## config.mk

```make
export PLATFORM = sky130hd
export DESIGN_NAME = tick_wake_timer
export DESIGN_NICKNAME = d
export VERILOG_FILES = /design/src/rtl/tick_wake_timer.sv
export SDC_FILE = /design/constraint.sdc
export NUM_CORES = 1
export LEC_CHECK = 0
export BUFFER_PORTS_ARGS = -buffer_cell sky130_fd_sc_hd__buf_2
export CAP_MARGIN = 20
export CORE_MARGIN = 4
export CORE_UTILIZATION = 45
export DETAILED_ROUTE_END_ITERATION = 12
export PLACE_DENSITY = 0.67
export SETUP_SLACK_MARGIN = 0.2
export SYNTH_ARGS = -nofsm -noshare
export SYNTH_HDL_FRONTEND = slang
export SYNTH_SLANG_ARGS = --single-unit
```

## constraint.sdc

```tcl
create_clock -name clk -period 17.3 [get_ports clk]
set_input_delay 2.595 -clock clk [delete_from_list [all_inputs] [get_ports clk]]
set_output_delay 2.595 -clock clk [all_outputs]
set_load 0.01 [all_outputs]
```

## src/rtl/tick_wake_timer.sv

```systemverilog
module tick_wake_timer #(
  parameter int CLK_PER_US = 4,
  parameter int TICK_US    = 10000,
  parameter int SILENT_W   = 32
) (
  input  logic                clk,
  input  logic                rst_n,
  input  logic                silent_wr,
  input  logic [SILENT_W-1:0] silent_val,
  input  logic                wake_wr,
  input  logic [63:0]         wake_at,
  output logic                tick_irq,
  output logic                hard_wake,
  output logic [31:0]         cycle_cnt,
  output logic [63:0]         next_event
);
  localparam int PW = (CLK_PER_US > 1) ? $clog2(CLK_PER_US) : 1;
  localparam logic [PW-1:0] PRE_LAST = PW'(CLK_PER_US - 1);
  localparam logic [63:0] NEVER  = '1;
  localparam logic [63:0] TICK64 = 64'(TICK_US);

  logic [PW-1:0]       pre;
  logic [63:0]         now_us, tick_dl, wake_dl, wake_keep, now_nxt;
  logic [SILENT_W-1:0] silent_cnt;
  logic                us_en, tick_hit, wake_hit;

  assign us_en     = (pre == PRE_LAST);
  assign now_nxt   = now_us + 64'd1;
  assign tick_hit  = us_en && (now_nxt >= tick_dl);
  assign wake_hit  = us_en && (now_nxt >= wake_dl);
  assign wake_keep = wake_hit ? NEVER : wake_dl;

  assign cycle_cnt  = now_us[31:0];
  assign next_event = (wake_dl < tick_dl) ? wake_dl : tick_dl;

  always_ff @(posedge clk) begin
    if (!rst_n)     pre <= '0;
    else if (us_en) pre <= '0;
    else            pre <= pre + 1'b1;
  end

  always_ff @(posedge clk) begin
    if (!rst_n) begin
      now_us     <= '0;
      tick_dl    <= TICK64;
      wake_dl    <= NEVER;
      silent_cnt <= '0;
      tick_irq   <= 1'b0;
      hard_wake  <= 1'b0;
    end else begin
      tick_irq  <= 1'b0;
      hard_wake <= 1'b0;
      if (us_en) now_us <= now_nxt;
      if (wake_hit) hard_wake <= 1'b1;
      if (tick_hit) begin
        tick_dl <= tick_dl + TICK64;
        if (silent_cnt != '0) silent_cnt <= silent_cnt - 1'b1;
        else                  tick_irq   <= 1'b1;
      end
      if (silent_wr) silent_cnt <= silent_val;
      wake_dl <= (wake_wr && (wake_at < wake_keep)) ? wake_at : wake_keep;
    end
  end
endmodule


```

## Word-level counts from Yosys, hierarchy flattened

Index checks and enable logic that the tools add are counted.
Widths: inputs -> output; s select.

| cells by class | value |
|---|---|
| add/sub/neg operators | 4 |
| $lt $le $gt $ge | 4 |
| eq/ne operators | 1 |
| muxes and demuxes | 8 |
| bitwise logic cells | 1 |
| reduce and logical (&&, ||, !) cells | 9 |

Operators with widths:

| operator | number |
|---|---|
| $mux 64 | 3 |
| $ge 64x64->1 | 2 |
| $lt 64x64->1 | 2 |
| $mux 32 | 3 |
| $add 64x1->64 const B | 1 |
| $add 64x14->64 const B | 1 |
| $reduce_bool 32->1 | 1 |
| $sub 32x1->32 const B | 1 |
| $reduce_and 2->1 | 2 |
| $reduce_bool 2->1 | 2 |
| $logic_and 1x1->1 | 3 |
| $add 2x1->2 const B | 1 |
| $eq 2x2->1 const B | 1 |
| $mux 1 | 2 |
| $reduce_or 2->1 | 1 |
| $not 1->1 | 1 |

| word-level totals | value |
|---|---|
| register bits after elaboration | 228 |
| output and inout bits | 98 |

## Depth between registers and ports, before layout

Gate-level depths: netlist of run 1.

| logic depth | value |
|---|---|
| word-level depth | 7 |
| gate-level depth with buffers | 30 |
| depth with buffers taken out | 25 |

## Worst setup path after synthesis of run 1

OpenSTA, ideal clock, no wires.

| path | value |
|---|---|
| path kind | flip-flop to flip-flop |
| from | register now_us[0] |
| to | register wake_dl[10] |
| setup time | 0.074 ns |
| arrival time | 7.221 ns |
| setup slack | 10.005 ns |
| cell stages (with the launch flop) | 31 |
| period minus slack after synthesis | 7.295 ns |
| cell sequence | dfxtp_1 ha_1 nand4_1 nor4_1 and4_1 clkbuf_1 nand4_1 nor3_1 nand2_1 xnor2_1 ha_1 nand4_1 nor4_1 nand2_1 nor3_1 a41o_1 o21a_1 clkbuf_1 clkbuf_1 nor2_1 ha_1 a211oi_1 o21ai_0 a211oi_1 nor2_1 nor4_1 o2111ai_1 a21oi_1 clkbuf_1 buf_1 mux2i_1 |

| on the way | value |
|---|---|
| word-level cells in the longest chain between the ends | 7 |

RTL lines:

| what | line | RTL |
|---|---|---|
| from (decl) | 23 | `logic [63:0] now_us, tick_dl, wake_dl, wake_keep, now_nxt;` |
| from (signal assigned) | 53 | `if (us_en) now_us <= now_nxt;` |
| $add 64x1->64 (*) | 28 | `assign now_nxt = now_us + 64'd1;` |
| via now_nxt[62] | 23 |  |
| $ge 64x64->1 (*) | 30 | `assign wake_hit = us_en && (now_nxt >= wake_dl);` |
| $logic_and 1x1->1 (*) | 30 |  |
| $mux 64 (*) | 31 | `assign wake_keep = wake_hit ? NEVER : wake_dl;` |
| $lt 64x64->1 | 61 | `wake_dl <= (wake_wr && (wake_at < wake_keep)) ? wake_at : wake_keep;` |
| $logic_and 1x1->1 | 61 |  |
| $mux 64 (*) | 61 |  |
| to (signal assigned) | 61 |  |
| to (decl) | 23 |  |

The timed path passes the listed nets; every way through them passes the cells marked *.
A chain may end at the register's enable or synchronous reset.

## Final worst setup path of run 1

| path | value |
|---|---|
| from | register now_us[0] |
| to | register wake_dl[24] |

Same word-level chain as after synthesis.

==> results.toml, run 1 <==
[run_status]
status = "completed"

[yosys]
synthCells = 2272
syn_area_um2 = 18060
synth_cell_types = 68
synth_nets = 2622
syn_avg_cell_area_um2 = 7.951
synth-main-ff-cell = "dfxtp_1"
yosysMostFrequentCell = "nor2_1"
ys_top_cells_by_area = "dfxtp_1, ha_1, mux2i_1"
synth-async-reset-ratio_pct = 0
synth_seq_cells = 224
synth_edf_count = 0
yosysTopAreaCell = "dfxtp_1"
yosysTopAreaCellShare_pct = 24.82
yosysSeqAreaShare_pct = 24.82
yosys_warnings = 0
synth_common_cells = "nor2_1, ha_1, dfxtp_1, nand2_1, mux2i_1"

[routing]
dr.pass1.iters = 8
drt-total-wl_um = 53510
vias_per_cell = 5.780
drc = 0
vias = 16870
post_drt_wl_per_cell_um = 18.33
drtIter0Drc = 1074
drtAntennaViolNets = 0

[setup_path]
cpPeakStageDelay_ns = 0.82
startpoint_type = "register"
critPathMaxFanout = 80
r2r_setup_slack_ns = 7.09
critical_path_required_ns = 17.77
arrival_ns = 10.69
crit_slowest_cell = "buf_4"
cp-end-kind = "register"
critPathKind = "reg -> reg"

[sta]
hold_ws_ns = 0.4534
tightest_slew_ns = 1.084
slew_violations = 0
post-route-min-period_ns = 10.21
timing_hold_violations_final = 0
finClkSkew_ns = 0.008348
fin_crit_sh_pct = 59.04
setup_viol = 0
fin_ws_ns = 7.086
grt_setup_unrepaired = "no"
setup_tns_ns = 0
fmax_mhz = 97.90
slew_headroom_pct = 27.73

[clock_network]
cts-resized-gates = 0
ctsHoldBuffers = 0
clk_latency_ns = 0.56
clock_path_buffers = 3
clock-sinks = 224
clk_pin_slew_ns = 0.06
tritoncts = "built"
numCtsBuffers = 29
cts_htree_levels = 1
cts-root-buf = "clkbuf_16"
postCtsSetupBuffers = 0

[global_routing]
grt-ovfl-total = 0
grt_max_degree = 135
grt_pass1_vias = 16230
grt_pass1_wl_um = 85530
grt_util_met3_pct = 4.282
gr-usage-met2_pct = 38.81
track_usage_pct = 23.68
grt-busiest-layer = "met2"
grt_antenna_before_repair = 2
grt.met1_usage_pct = 31.68

[die]
dieArea_um2 = 43410
ios = 198
die_w_um = 208.4
die_h_um = 208.4
rows = 73
start_util_pct = 45.47
coreArea_um2 = 39730

[final_layout]
area_growth_pct = 11.80
fin_cells = 2919
design_area_um2 = 20200
fin_util_pct = 50.83
layout-drive-gt1-share_pct = 11.87
fillers = 3824
nets = 2722

[power_and_ir_drop]
powerDensity_nw_per_um2 = 68.87
power_leakage_nw = 9.801
vdd_drop_max_mv = 0.05036
power_mw = 1.391

[placement]
placed_area_um2 = 19210
dp_cells = 2865
hpwl_um = 40850
port_buffers = 197
post-place-ws_ns = 6.699
place.gp.congestion = 0.9186

[job]
drv_cap = 0

[worst_hold_path]
hp-class = "reg -> reg"
## area by class of cell
cell class | instances | area (um2) | area share, %
inverter | 140 | 530.5 | 2.627
timing repair buffer | 211 | 1091 | 5.402
sequential | 224 | 4484 | 22.20
clock buffer | 43 | 858.3 | 4.250
multi-input combinational | 1766 | 12450 | 61.67
tap | 525 | 656.9 | 3.253
clock inverter | 8 | 115.1 | 0.5700
antenna | 2 | 5.005 | 0.02478
## path summary, 6_finish.rpt
kind              depth (start not counted)     endpoint       from
setup / recovery                         28  wake_dl[24]  now_us[0]
hold / removal                            1       pre[0]     pre[0]
setup reg to reg                         28  wake_dl[24]  now_us[0]
hold reg to reg                           1       pre[0]     pre[0]
## kinds of logic (layout without fill, tap and decap cells)
logic type	count (synthesis)	count (layout)	share of synthesized area, %
simple gates	880	880	24.01
compound gates	363	363	12.92
buf+inv	282	402	6.635
fa+ha+maj	250	250	17.32
flops	224	224	24.82
mux	152	152	8.436
xor+xnor	121	121	5.866
other cells	0	2	0
## layout by cell type (no fill, tap or decap), types with 5 or more instances in the layout
cell type,count
nor3_1,98
xnor2_1,48
clkbuf_8,8
clkbuf_16,29
inv_1,139
ha_1,249
and4_1,18
o211ai_1,12
buf_4,14
dfxtp_1,224
a21o_1,45
clkinv_2,5
a211oi_1,10
a31oi_1,26
clkbuf_1,6
or3_1,35
nor2_1,261
nand4b_1,8
nor4_1,22
or4_1,26
a21oi_1,96
o311a_1,6
xor2_1,73
mux2i_1,150
o21ai_0,77
and3_1,36
buf_2,197
and2_1,8
o21a_1,9
nand2_1,175
nand3_1,81
nand2b_1,10
o31ai_1,24
o31a_1,5
o41ai_1,8
a221oi_1,7
nand4_1,80
or2_2,5
## sequential cells by signal, indices dropped and copies added, names as in the netlist
| name | cells |
|---|---|
| now_us | 64 |
| wake_dl | 64 |
| tick_dl | 60 |
| silent_cnt | 32 |
| pre | 2 |
| hard_wake | 1 |
| tick_irq | 1 |
## per-layer routing
layer,up-vias,part of all wire [%]
met3,115,5.8
met2,423,46
met1,7989,45
met5,-,0.024
met4,2,3.7
li1,8343,-
## power by group
part           switching (mW)  internal, mW  total (mW)
sequential             0.0205         0.535       0.555
clock                   0.241         0.383       0.624
combinational           0.124        0.0883       0.212
total                   0.385          1.01        1.39
## critical path: cells and delay by family, from the launching register on
| family | cells | cell delay [ns] |
|---|---|---|
| AOI/OAI and AO/OA | 7 | 2.20 |
| xor gates and xnor gates | 1 | 0.20 |
| adders and majority gates | 3 | 1.00 |
| buffers and inverters | 3 | 1.81 |
| DFF | 1 | 0.45 |
| muxes | 1 | 0.29 |
| and+or+nand+nor | 13 | 4.01 |
(Power assumes the default switching activity.)
==> run 2, diff against run 1 <==
--- a/config.mk
+++ b/config.mk
@@ -10,7 +10,7 @@
 export CORE_MARGIN = 4
 export CORE_UTILIZATION = 45
 export DETAILED_ROUTE_END_ITERATION = 12
-export PLACE_DENSITY = 0.67
+export PLACE_DENSITY = 0.69
 export SETUP_SLACK_MARGIN = 0.2
 export SYNTH_ARGS = -nofsm -noshare
 export SYNTH_HDL_FRONTEND = slang
==> constraint.sdc (replaced) <==
create_clock -name clk -period 8.6 [get_ports clk]
set_input_delay 1.29 -clock clk [delete_from_list [all_inputs] [get_ports clk]]
set_output_delay 1.29 -clock clk [all_outputs]
set_load 0.01 [all_outputs]
==> results.toml, run 2 (synthesis results as in run 1) <==
[setup_path]
crit_slowest_cell = "nor4_2"
worstReg2RegStart = "now_us[0]"
arrival_ns = 8.43
critPathMaxFanout = 32
cp-end-kind = "register"
critical_path_required_ns = 9.08
r2r_setup_slack_ns = 0.65
crit_start = "now_us[0]"
critPathKind = "reg -> reg"
startpoint_type = "register"
cpPeakStageDelay_ns = 0.48

[die]
dieArea_um2 = 43410
rows = 73
die_h_um = 208.4
coreArea_um2 = 39730
die_w_um = 208.4
start_util_pct = 45.47
ios = 198

[final_layout]
multi_input_area_um2 = 12480
final_common_cell = "nor2_1"
layout_common_cells = "nor2_1, ha_1, dfxtp_1"
reg_top3 = "now_us: 64 flops, wake_dl: 64 flops, tick_dl: 60 flops"
layout-drive-gt1-share_pct = 12.30
fin_util_pct = 50.93
seq_area_um2 = 4484
nets = 2730
area_growth_pct = 12.02
fillers = 3852

[placement]
hpwl_um = 40910
place.gp.congestion = 0.9226
port_buffers = 197

[clock_network]
clk_latency_ns = 0.57
ctsHoldBuffers = 0
clock_path_buffers = 3
cts_htree_levels = 1
clock-sinks = 224
cts-root-buf = "clkbuf_16"
postCtsSetupBuffers = 0
tritoncts = "built"
clk_pin_slew_ns = 0.06
numCtsBuffers = 28

[global_routing]
grt_pass1_vias = 16350
grt_max_degree = 125
track_usage_pct = 23.76
grt-ovfl-total = 0
grt_antenna_before_repair = 1
grt_pass1_wl_um = 86150

[sta]
slew_violations = 0
setup_viol = 0
timing_hold_violations_final = 0
finClkSkew_ns = 0.01746
grt_setup_unrepaired = "no"
fin_crit_sh_pct = 92.42
tightest_slew_ns = 1.021
slew_headroom_pct = 31.95
fmax_mhz = 125.8
post-route-min-period_ns = 7.948
setup_tns_ns = 0

[routing]
routed.top_layer = "met4"
dr.pass1.iters = 6
drt-total-wl_um = 54300
vias_per_cell = 5.822
drtIter0Drc = 1172
wl_met2_um = 25890
wl_met1_um = 24200
vias = 17020
drc = 0
dr_wl_met3_um = 2819
post_drt_wl_per_cell_um = 18.57
drtAntennaViolNets = 0

[worst_hold_path]
hold_start = "pre[0]"
hp-class = "reg -> reg"

[power_and_ir_drop]
power_leakage_nw = 9.825
powerDensity_nw_per_um2 = 135.1
vdd_drop_max_mv = 0.1313

[run_status]
status = "completed"

[job]
drv_cap = 0
==> run 2: worst paths after layout <==
kind / to / cells past startpoint
setup / recovery: wake_dl[44] / 29
hold / removal: pre[0] / 1
setup reg to reg: wake_dl[44] / 29
hold reg to reg: pre[0] / 1
==> run 2: layout make-up <==
class	count	share of cell area, %
diodes	1	0.01237
clock buffers	36	3.864
clock inverters	12	0.5565
inverters	140	2.622
multi-input cells	1767	61.68
flip-flops and latches	224	22.16
well taps	525	3.246
repair buffers	219	5.862
==> run 2: routing by layer <==
metal / GRT usage [%] / up-vias
met5: 0 / -
met4: 6.569 / 0
met3: 2.955 / 81
met2: 40.65 / 451
met1: 31.65 / 8119
li1: - / 8372
==> run 2: power by group <==
group / leakage, nW / internal (mW) / total (mW) / switching [mW]
combinational: 7.55 / 0.178 / 0.429 / 0.251
clock: 0.447 / 0.694 / 1.19 / 0.494
sequential: 1.83 / 1.08 / 1.12 / 0.0418
==> run 2: repair_timing <==
item                                    CTS  global route
endpoints found under the setup margin    0            64
endpoints found under the hold margin     0             0
resized for setup                         0             5
==> run 2: stage by stage <==
stage / hold slack [ns] / instance area (um2) / total power, mW / std cells / setup WS (ns)
2_1_floorplan: 0.4043 / 18060 / 1.415 / 2272 / 1.305
4_1_cts: 0.4350 / 20180 / 2.754 / 2921 / 0.2950
3_3_place_gp: 0.4178 / 19280 / 1.549 / 2873 / 0.7083
6_report: 0.4359 / 20240 / 2.734 / 2924 / 0.6520
5_1_grt: 0.4607 / 20230 / 2.852 / 2923 / 0.2151
3_5_place_dp: 0.4240 / 19280 / 1.565 / 2873 / 0.4087
==> run 2: critical path: cells and delay by family, from the launching register on <==
family | cells | cell delay (ns)
AOI/OAI and AO/OA | 8 | 2.18
and+or+nand+nor | 12 | 2.73
adders and majority gates | 3 | 0.94
buffers and inverters | 4 | 1.07
muxes | 1 | 0.26
xor gates and xnor gates | 1 | 0.15
DFF | 1 | 0.46
